`src/rtl/spi_cmd_gate.sv`:
```
module spi_cmd_gate #(
  parameter int NUM_WR = 8,
  parameter logic [8*NUM_WR-1:0] WR_OPS = 64'h02_20_D8_C7_01_06_04_B9
) (
  input  logic       clk,
  input  logic       rst_n,
  input  logic       spi_sclk,
  input  logic       spi_cs_n,
  input  logic       spi_si,
  output logic [7:0] cmd_code,
  output logic       cmd_valid,
  output logic       cmd_is_write,
  output logic [7:0] data_byte,
  output logic       data_valid,
  output logic       commit,
  output logic       reject
);

  logic [2:0] sclk_q, cs_q, si_q;
  logic [2:0] bit_cnt;
  logic [6:0] shreg;
  logic       have_op;
  logic       wr_match;

  wire sclk_rise = sclk_q[1] & ~sclk_q[2];
  wire cs_hi     = cs_q[1];
  wire cs_rise   = cs_q[1] & ~cs_q[2];
  wire [7:0] full = {shreg, si_q[1]};
  wire last_bit  = ~cs_hi & sclk_rise & (bit_cnt == 3'd7);

  always_comb begin
    wr_match = 1'b0;
    for (int i = 0; i < NUM_WR; i++)
      if (WR_OPS[8*i +: 8] == full) wr_match = 1'b1;
  end

  always_ff @(posedge clk or negedge rst_n) begin
    if (!rst_n) begin
      sclk_q <= '0;
      cs_q   <= '1;
      si_q   <= '0;
    end else begin
      sclk_q <= {sclk_q[1:0], spi_sclk};
      cs_q   <= {cs_q[1:0], spi_cs_n};
      si_q   <= {si_q[1:0], spi_si};
    end
  end

  always_ff @(posedge clk or negedge rst_n) begin
    if (!rst_n) begin
      bit_cnt      <= '0;
      shreg        <= '0;
      have_op      <= 1'b0;
      cmd_is_write <= 1'b0;
      cmd_code     <= '0;
    end else if (cs_hi) begin
      bit_cnt      <= '0;
      shreg        <= '0;
      have_op      <= 1'b0;
      cmd_is_write <= 1'b0;
    end else if (sclk_rise) begin
      bit_cnt <= bit_cnt + 3'd1;
      shreg   <= full[6:0];
      if (bit_cnt == 3'd7 && !have_op) begin
        have_op      <= 1'b1;
        cmd_code     <= full;
        cmd_is_write <= wr_match;
      end
    end
  end

  always_ff @(posedge clk or negedge rst_n) begin
    if (!rst_n) begin
      cmd_valid  <= 1'b0;
      data_valid <= 1'b0;
      data_byte  <= '0;
      commit     <= 1'b0;
      reject     <= 1'b0;
    end else begin
      cmd_valid  <= last_bit & ~have_op;
      data_valid <= last_bit & have_op;
      if (last_bit && have_op) data_byte <= full;
      commit     <= cs_rise & have_op & cmd_is_write & (bit_cnt == 3'd0);
      reject     <= cs_rise & have_op & cmd_is_write & (bit_cnt != 3'd0);
    end
  end

  AST_OUTCOME_EXCL: assert property (@(posedge clk) disable iff (!rst_n)
    !(commit && reject));
  AST_OUTCOME_PULSE: assert property (@(posedge clk) disable iff (!rst_n)
    (commit || reject) |=> !(commit || reject));
  AST_OUTCOME_AFTER_DESELECT: assert property (@(posedge clk) disable iff (!rst_n)
    (commit || reject) |-> $past(cs_hi));
  AST_STROBE_EXCL: assert property (@(posedge clk) disable iff (!rst_n)
    !(cmd_valid && data_valid));
  AST_IDLE_CLEAR: assert property (@(posedge clk) disable iff (!rst_n)
    cs_hi |=> (bit_cnt == 3'd0 && !have_op && !cmd_is_write));
  AST_CMD_BEFORE_DATA: assert property (@(posedge clk) disable iff (!rst_n)
    data_valid |-> have_op);

endmodule

```
`config.mk`:
```
export PLATFORM = sky130hd
export DESIGN_NAME = spi_cmd_gate
export DESIGN_NICKNAME = d
export VERILOG_FILES = /design/src/rtl/spi_cmd_gate.sv
export SDC_FILE = /design/constraint.sdc
export NUM_CORES = 1
export LEC_CHECK = 0
export ABC_AREA = 1
export BUFFER_PORTS_ARGS = -buffer_cell sky130_fd_sc_hd__buf_2
export CORE_MARGIN = 5
export CORE_UTILIZATION = 30
export DETAILED_ROUTE_END_ITERATION = 10
export PLACE_DENSITY = 0.51
export RECOVER_POWER = 50
export SLEW_MARGIN = 25
export SYNTH_ARGS = -nofsm -noshare
export SYNTH_HDL_FRONTEND = slang
export SYNTH_SLANG_ARGS = --single-unit
```
`constraint.sdc`:
```
create_clock -name clk -period 1.3 [get_ports clk]
set_input_delay 0.26 -clock clk [delete_from_list [all_inputs] [get_ports clk]]
set_output_delay 0.26 -clock clk [all_outputs]
set_load 0.05 [all_outputs]
```
After elaboration in Yosys (flattened, before gate mapping)
Index checks and enable logic that the tools add are counted.
{"block": "totals", "reg_bits": 40, "rom_bits": 0, "latchBits": 0, "input_bits": 5, "mem_bits_rw": 0, "elab_cells": 64, "output_inout_bits": 21, "memories": 0}
{"block": "classes", "n_eq_ne": 9, "muxes": 18, "order_cmp": 0, "reduce_logical": 9, "div": 0, "shift": 0, "n_bitwise": 14, "mul": 0, "addsub": 1}
{"cell": "== test 8 bit, first input constant", "n": 3}
{"cell": "== test 3 x 8 -> 1 bit, first input constant", "n": 2}
{"cell": "2-to-1 mux 1 bit", "n": 14}
{"cell": "2-to-1 mux 7 bit", "n": 2}
{"cell": "bitwise AND 1 bit", "n": 10}
{"cell": "== test 1 x 8 -> 1 bit, first input constant", "n": 1}
{"cell": "== test 2 x 8 -> 1 bit, first input constant", "n": 1}
{"cell": "== test 6 x 8 -> 1 bit, first input constant", "n": 1}
{"cell": "2-to-1 mux 3 bit", "n": 2}
{"cell": "NOT 1 bit", "n": 4}
{"cell": "nonzero test 2 bit", "n": 2}
{"cell": "adder 3 x 1 -> 3 bit, second input constant", "n": 1}
{"cell": "== test 3 bit, second input constant", "n": 1}
{"cell": "logical NOT 3 bit", "n": 1}
{"cell": "AND reduction 3 bit", "n": 1}
{"cell": "nonzero test 3 bit", "n": 1}
{"cell": "logical AND 1 bit", "n": 2}
{"cell": "AND reduction 2 bit", "n": 1}
{"cell": "logical NOT 1 bit", "n": 1}

Logic depth before layout (Yosys ltp)
Gate-level depths: netlist of the first run.
{"block": "logic_depth", "depth_word": 12, "depth_mapped": 9, "mapped_depth_nobuf": 9}

Worst setup path before layout of the first run
Ideal clock, no wire load.
{"block": "synth_timing", "path_kind": "register to register", "startpoint": "register bit_cnt[0]", "endpoint": "register cmd_is_write", "setup_slack_ns": -0.034, "arrival_ns": 1.212, "t_required_ns": 1.178, "n_path_buf": 0, "stages_incl_launch_ff": 10, "setup_time_ns": 0.122, "period_less_slack_ns": 1.334, "cell_sequence": "dfrtp_1 -> ha_1 -> ha_1 -> inv_1 -> nor2_1 -> inv_1 -> nor2_1 -> nand3_1 -> nor2_1 -> nor2_1"}
{"block": "synth_via", "elab_chain_len": 4}
{"element": "from (decl)", "line": "20", "text": "logic [2:0] bit_cnt;"}
{"element": "from (signal assigned)", "line": "62", "text": "bit_cnt <= bit_cnt + 3'd1;"}
{"element": "== test 3 bit", "line": "64", "text": "if (bit_cnt == 3'd7 && !have_op) begin"}
{"element": "logical AND 1 bit", "line": "64"}
{"element": "nonzero test 2 bit (no line)"}
{"element": "AND reduction 2 bit (no line)"}
{"element": "to (signal assigned)", "line": "67", "text": "cmd_is_write <= wr_match;"}
{"element": "to (decl)", "line": "12", "text": "output logic cmd_is_write,"}
Every way passes these cells.
A chain may end at the register's enable or synchronous reset.

Final worst setup path of the first run
{"block": "layout_timing", "startpoint": "register bit_cnt[1]", "endpoint": "register cmd_code[2]"}
{"block": "layout_via", "elab_chain_len": 3}
{"element": "== test 3 bit", "line": "64"}
{"element": "logical AND 1 bit", "line": "64"}
{"element": "AND reduction 3 bit (no line)"}
{"element": "to (signal assigned)", "line": "66", "text": "cmd_code <= full;"}
{"element": "to (decl)", "line": "10", "text": "output logic [7:0] cmd_code,"}
Every way passes these cells.

==> impl_metrics.tcl, run 1 <==
set metrics [dict create \
    finalInstanceArea_mm2 0.00204 \
    p_sw_frac 0.219 \
    fillers 539 \
    avgSynthCellArea_um2 10.0 \
    fin_crit_sh 1.01 \
    crit_slowest_cell "dfrtp_1" \
    grt_pass1_vias 1196 \
    violations "negative setup slack" \
    grt_usage 0.117 \
    fin_nets 208 \
    max_stage_delay_ns 0.36 \
    cp-start-kind "register" \
    crit_type "register to register" \
    synth_nets 165 \
    synth.area.mux_share 0 \
    ys.flop_type "dfrtp_1" \
    cts_tree "yes" \
    path_cells "ha_2, ha_4, inv_4, nor2_4, buf_6, nand2_8, nand2_1, o21ai_0" \
    synth_warnings 0 \
    grt.overflow.total 0 \
    diodes 0 \
    clock_skew_ns 0.00740 \
    die_w_um 82.5 \
    worstPathArrival_ns 1.48 \
    placed_cells 258 \
    drc 0 \
    dieArea_mm2 0.00680 \
    end_kind "register" \
    clock_latency_ns 0.29 \
    finalWirelength_um 3320 \
    hold_violations 0 \
    hold_class "primary input to register" \
    synth.distinct_cells 20 \
    max-vdd-ir-drop_mv 0.708 \
    layout-drive-gt1-share 0.323 \
    synthAdderAreaFrac 0.0238 \
    synth-simple-area-share 0.184 \
    path_max_fanout 5 \
    fp.dieH_um 82.5 \
    utilization 0.399 \
    cts-root-buf "clkbuf_8" \
    power_density_mw_per_mm2 1090 \
    max_cap_violations 0 \
    synth_top_family_by_area "simple AND/OR/NAND/NOR gates" \
    holdWs_ns 0.0734 \
    grt_pass1_wl_um 5780 \
    synth_edf_count 0 \
    fp-row-count 26 \
    numCtsBuffers 5 \
    area_delta_synth_final_pct 29.5 \
    finalSetupViolCount 6 \
    antenna_found_initial 0 \
    gp_congestion 0.786 \
    postPlaceCellArea_mm2 0.00185 \
    rsz0062_at_grt "yes" \
    worst_slack_ns -0.0108 \
    dr.pass1.iters 5 \
    p_int_mw 1.73 \
    dr_total_vias 1174 \
    synth_xor_area_frac 0 \
    p_comb_frac 0.046 \
    ys_ff_latch 40 \
    async_flop_share 1.00 \
    clkPwrFrac 0.378 \
    cts_max_path_buffers 2 \
    fmax_ghz 0.763 \
    drt_iter0_markers 52 \
    pwr-share-seq 0.576 \
    core_mm2 0.00511 \
    drv_slew 0 \
    period_minus_slack_ns 1.31 \
    drtAntennaViolNets 0 \
    io_pins 26 \
    htreeDepth 2 \
    viasPerCell 4.33 \
    start_util 0.308 \
    post_drt_wl_per_cell_um 12.2 \
    dp_hpwl_um 2260 \
    synthesis.area_mm2 0.00158 \
    slew_headroom 0.633 \
    worst_ep_required_time_ns 1.47 \
    status "finished with violations" \
    cts.sinks 40 \
    leakage_nw 1.03 \
    numPortBuffers 25 \
    tightest_slew_ns 0.551 \
    power_mw 2.21 \
    finalNonFillerCells 271 \
    seq_area_frac_synth 0.638 \
    synth_compound_area_frac 0.0969 \
    p_sw_mw 0.486 \
    clk_pin_slew_ns 0.08 \
    syn-instance-count 157 \
    grt_max_degree 41 \
]
[worst paths after layout]
check | start | endpoint | slack [ns] | depth (start not counted)
setup / recovery | bit_cnt[1] | cmd_code[2] | -0.01 | 8
hold / removal | spi_sclk | sclk_q[0] | 0.07 | 1
setup reg to reg | bit_cnt[1] | cmd_code[2] | -0.01 | 8
hold reg to reg | si_q[0] | si_q[1] | 0.35 | 0
max in group asynchronous | rst_n | cs_q[1] | 0.31 | 3
min in group asynchronous | rst_n | bit_cnt[2] | 0.59 | 3
[per-stage QoR]
stage	setup WS (ns)	setup TNS [ns]
global placement	-0.0862	-0.572
detailed placement	-0.135	-0.927
global route	-0.113	-1.18
CTS	0.0144	0
finish	-0.0108	-0.0497
floorplan	-0.0288	-0.0288
[worst max-delay path: cells and delay by family, from the launching register on]
kind                     cells  cell delay [ns]
adder cells (fa/ha/maj)      2             0.34
flip-flops                   1             0.36
AO/OA/AOI/OAI                1             0.06
buffers and inverters        2             0.21
AND/OR/NAND/NOR              3             0.22
[layout by cell type, fill, tap and decap left out, types with 2 or more instances in the layout]
master / count
a21oi_1: 8
buf_2: 25
buf_4: 6
clkbuf_1: 2
clkbuf_8: 6
dfrtp_1: 37
dfstp_2: 3
inv_1: 14
inv_2: 3
nand2_1: 28
nand2_2: 5
nand2_4: 2
nand2_8: 2
nand3_1: 4
nor2_1: 22
nor2_2: 2
nor2_4: 2
o21ai_0: 5
o21ai_1: 6
o22ai_1: 7
[power by group through the flow]
stage | Clock [mW] | Sequential [mW] | Combinational [mW]
after global routing | 0.937 | 1.28 | 0.118
after floorplan | 0 | 1.30 | 0.0418
final | 0.837 | 1.28 | 0.102
after global placement | 0 | 1.30 | 0.101
after detailed placement | 0 | 1.30 | 0.0996
after CTS | 0.872 | 1.28 | 0.107
[state kept, by name, summed over array words and instances, names as in the netlist]
signal / flops
bit_cnt: 3
cmd_code: 8
cmd_is_write: 1
cmd_valid: 1
commit: 1
cs_q: 3
data_byte: 8
data_valid: 1
have_op: 1
reject: 1
sclk_q: 3
shreg: 7
si_q: 2
[cells in the mapped netlist, types with 2 or more instances]
library cell | instances | area share
o22ai_1 | 7 | 0.028
nand3_1 | 4 | 0.013
o21ai_1 | 2 | 0.0064
inv_1 | 15 | 0.036
nand2_2 | 2 | 0.0079
ha_1 | 3 | 0.024
nor2_1 | 24 | 0.057
o21ai_0 | 10 | 0.032
nand2_1 | 31 | 0.074
dfstp_2 | 3 | 0.050
dfrtp_1 | 37 | 0.59
inv_2 | 3 | 0.0071
a21oi_1 | 8 | 0.025
buf_6 | 2 | 0.014
[layout make-up]
cell class,count,area [um2],share of cell area
timing repair buffer,35,219,0.107
multi-input combinational,100,568,0.279
inverter,18,70.1,0.0344
clock buffer,8,90.1,0.0442
tap,70,87.6,0.0429
sequential,40,1000,0.493
[logic make-up after synthesis]
kind of cell | Yosys count
flip-flops | 40
buffers and inverters | 20
adder cells (fa/ha/maj) | 3
AND/OR/NAND/NOR | 66
AO/OA/AOI/OAI | 28
[metal layers]
layer / vias up / GRT usage / share of wire
met1: 561 / 0.147 / 0.46
met2: 16 / 0.180 / 0.49
met5: - / 0 / 0
met4: 0 / 0.0399 / 0.013
met3: 4 / 0.0488 / 0.044
li1: 593 / - / -
[what timing repair did]
action,CTS,global route
hold buffers,1,0
resized for setup,11,9
endpoints found under the setup margin,11,18
hold endpoints to repair,37,0
setup buffers,0,1
gates cloned,3,0
pin swaps,2,4
No activity file was read; power rests on OpenSTA's default activity.
==> run 2, diff against run 1 <==
--- a/config.mk
+++ b/config.mk
@@ -12,6 +12,7 @@
 export DETAILED_ROUTE_END_ITERATION = 10
 export PLACE_DENSITY = 0.51
 export RECOVER_POWER = 50
+export SKIP_CTS_REPAIR_TIMING = 1
 export SLEW_MARGIN = 25
 export SYNTH_ARGS = -nofsm -noshare
 export SYNTH_HDL_FRONTEND = slang
==> run 2 against run 1 <==
  * The flow still finishes with violations (negative setup slack)
  * Flip-flop and latch count unchanged
  * Routed wire length up 1.7%
  * Register-to-register slack worse by 0.03 ns
  * Maximum frequency down 2.1%
  * Count of clock-buffer cells in the layout unchanged
  * Total power about the same
  * Sequential power about the same
  * Combinational power about the same
  * Via count down 0.17%
==> impl_metrics.tcl, run 2 (synthesis results as in run 1) <==
set metrics [dict create \
    drv_slew 0 \
    max_stage_delay_ns 0.36 \
    fin_crit_sh 1.03 \
    crit_type "register to register" \
    path_cells "ha_2, ha_4, inv_4, nor2_4, buf_6, nand2_4, nand2_2, o21ai_1" \
    tightest_slew_ns 0.546 \
    drc 0 \
    rsz0062_at_grt "yes" \
    cp_num_buf_inv 2 \
    start_util 0.308 \
    top_regs "cmd_code (8), data_byte (8), shreg (7)" \
    cp-start-kind "register" \
    finalSetupViolCount 9 \
    grt_pass1_wl_um 5450 \
    htreeDepth 2 \
    hold_violations 0 \
    fin_nets 207 \
    post_drt_wl_per_cell_um 12.5 \
    power_mw 2.22 \
    grt_pass1_vias 1142 \
    max_cap_violations 0 \
    cts_max_path_buffers 2 \
    crit_family "flip-flops" \
    min-delay-start "spi_cs_n" \
    power_density_mw_per_mm2 1080 \
    io_pins 26 \
    area_delta_synth_final_pct 30.3 \
    clk_pin_slew_ns 0.07 \
    drt_iter0_markers 63 \
    drtAntennaViolNets 0 \
    clock_skew_ns 0.00522 \
    hold_class "primary input to register" \
    numPortBuffers 25 \
    gp_congestion 0.786 \
    period_minus_slack_ns 1.34 \
    leakage_nw 1.02 \
    fmax_ghz 0.747 \
    min_to "cs_q[0]" \
    wl_met1_um 1520 \
    worst_slack_ns -0.0392 \
    violations "negative setup slack" \
    whs_path_depth 1 \
    cts_tree "yes" \
    utilization 0.402 \
    grt_max_degree 41 \
    crit_slowest_cell "dfrtp_1" \
    dieArea_mm2 0.00680 \
    layout-drive-gt1-share 0.355 \
    top_layer "met4" \
    wl_met3_um 183 \
    r2r_start "bit_cnt[1]" \
    numCtsBuffers 5 \
    regToRegSetupSlack_ns -0.04 \
    dr_total_vias 1172 \
    worstPathArrival_ns 1.52 \
    status "finished with violations" \
    final_common_cell "dfrtp_1" \
    grt.overflow.total 0 \
    ff2ff_path_depth 8 \
    fp-row-count 26 \
    end_kind "register" \
    fp.dieH_um 82.5 \
    core_mm2 0.00511 \
    cts.sinks 40 \
    dp_hpwl_um 2260 \
    grt_usage 0.111 \
    wl_met2_um 1620 \
    final_cell_mix "37 x dfrtp_1, 25 x buf_2, 23 x nand2_1" \
    clock_latency_ns 0.29 \
    cts-root-buf "clkbuf_8" \
    worst_ep_required_time_ns 1.48 \
    dr.pass1.iters 4 \
    max-vdd-ir-drop_mv 0.708 \
    diodes 0 \
    path_max_fanout 4 \
    antenna_found_initial 0 \
    finalWirelength_um 3370 \
    slew_headroom 0.636 \
    reg2reg_to "cmd_code[4]" \
    viasPerCell 4.34 \
    die_w_um 82.5 \
]
-- run 2: changes by cell type in the layout (fill, tap and decap cells not counted), moves of 2 or more --
cell	previous run	this run
nand2_2	5	10
nand2_1	28	23
o21ai_1	6	8
o21ai_0	5	3
-- run 2: worst max-delay path by stage --
stage                          start           end  cells past startpoint
after CTS                 bit_cnt[0]   cmd_code[7]                      7
after detailed placement  bit_cnt[0]   cmd_code[7]                      7
after global routing      bit_cnt[1]  cmd_is_write                      9
final                     bit_cnt[1]   cmd_code[4]                      8
after global placement    bit_cnt[0]   cmd_code[7]                      7
after floorplan           bit_cnt[0]  cmd_is_write                      9
-- run 2: per-stage QoR --
step	setup TNS, ns	worst slack [ns]	std cells	instance area, um2	hold slack [ns]
final	-0.210	-0.0392	270	2050	0.0696
after global routing	-1.26	-0.104	270	2050	0.0467
after CTS	-1.02	-0.145	266	1940	-0.0650
after detailed placement	-0.927	-0.135	258	1850	0.247
after global placement	-0.572	-0.0862	258	1850	0.247
after floorplan	-0.0288	-0.0288	157	1580	-0.0356
-- run 2: worst reg2reg max path, delay by kind of cell (launching register included) --
| kind | cells | cell delay [ns] |
|---|---|---|
| adder cells (fa/ha/maj) | 2 | 0.34 |
| flip-flops | 1 | 0.36 |
| buffers and inverters | 2 | 0.20 |
| AO/OA/AOI/OAI | 1 | 0.05 |
| AND/OR/NAND/NOR | 3 | 0.27 |
-- run 2: power breakdown --
part	total, mW	switching, mW	internal (mW)
Clock	0.837	0.405	0.433
Combinational	0.103	0.0723	0.0306
Sequential	1.28	0.0100	1.27
-- run 2: cell type report --
type                       count  area, um2
fill                         541       3050
sequential                    40       1000
multi-input combinational     99        582
timing repair buffer          35        219
clock buffer                   8       90.1
tap                           70       87.6
inverter                      18       70.1
-- run 2: routing by layer --
layer | track usage | up-vias
met3 | 0.0488 | 7
met2 | 0.171 | 19
met1 | 0.137 | 556
li1 | - | 590
met4 | 0.0399 | 0
met5 | 0 | -
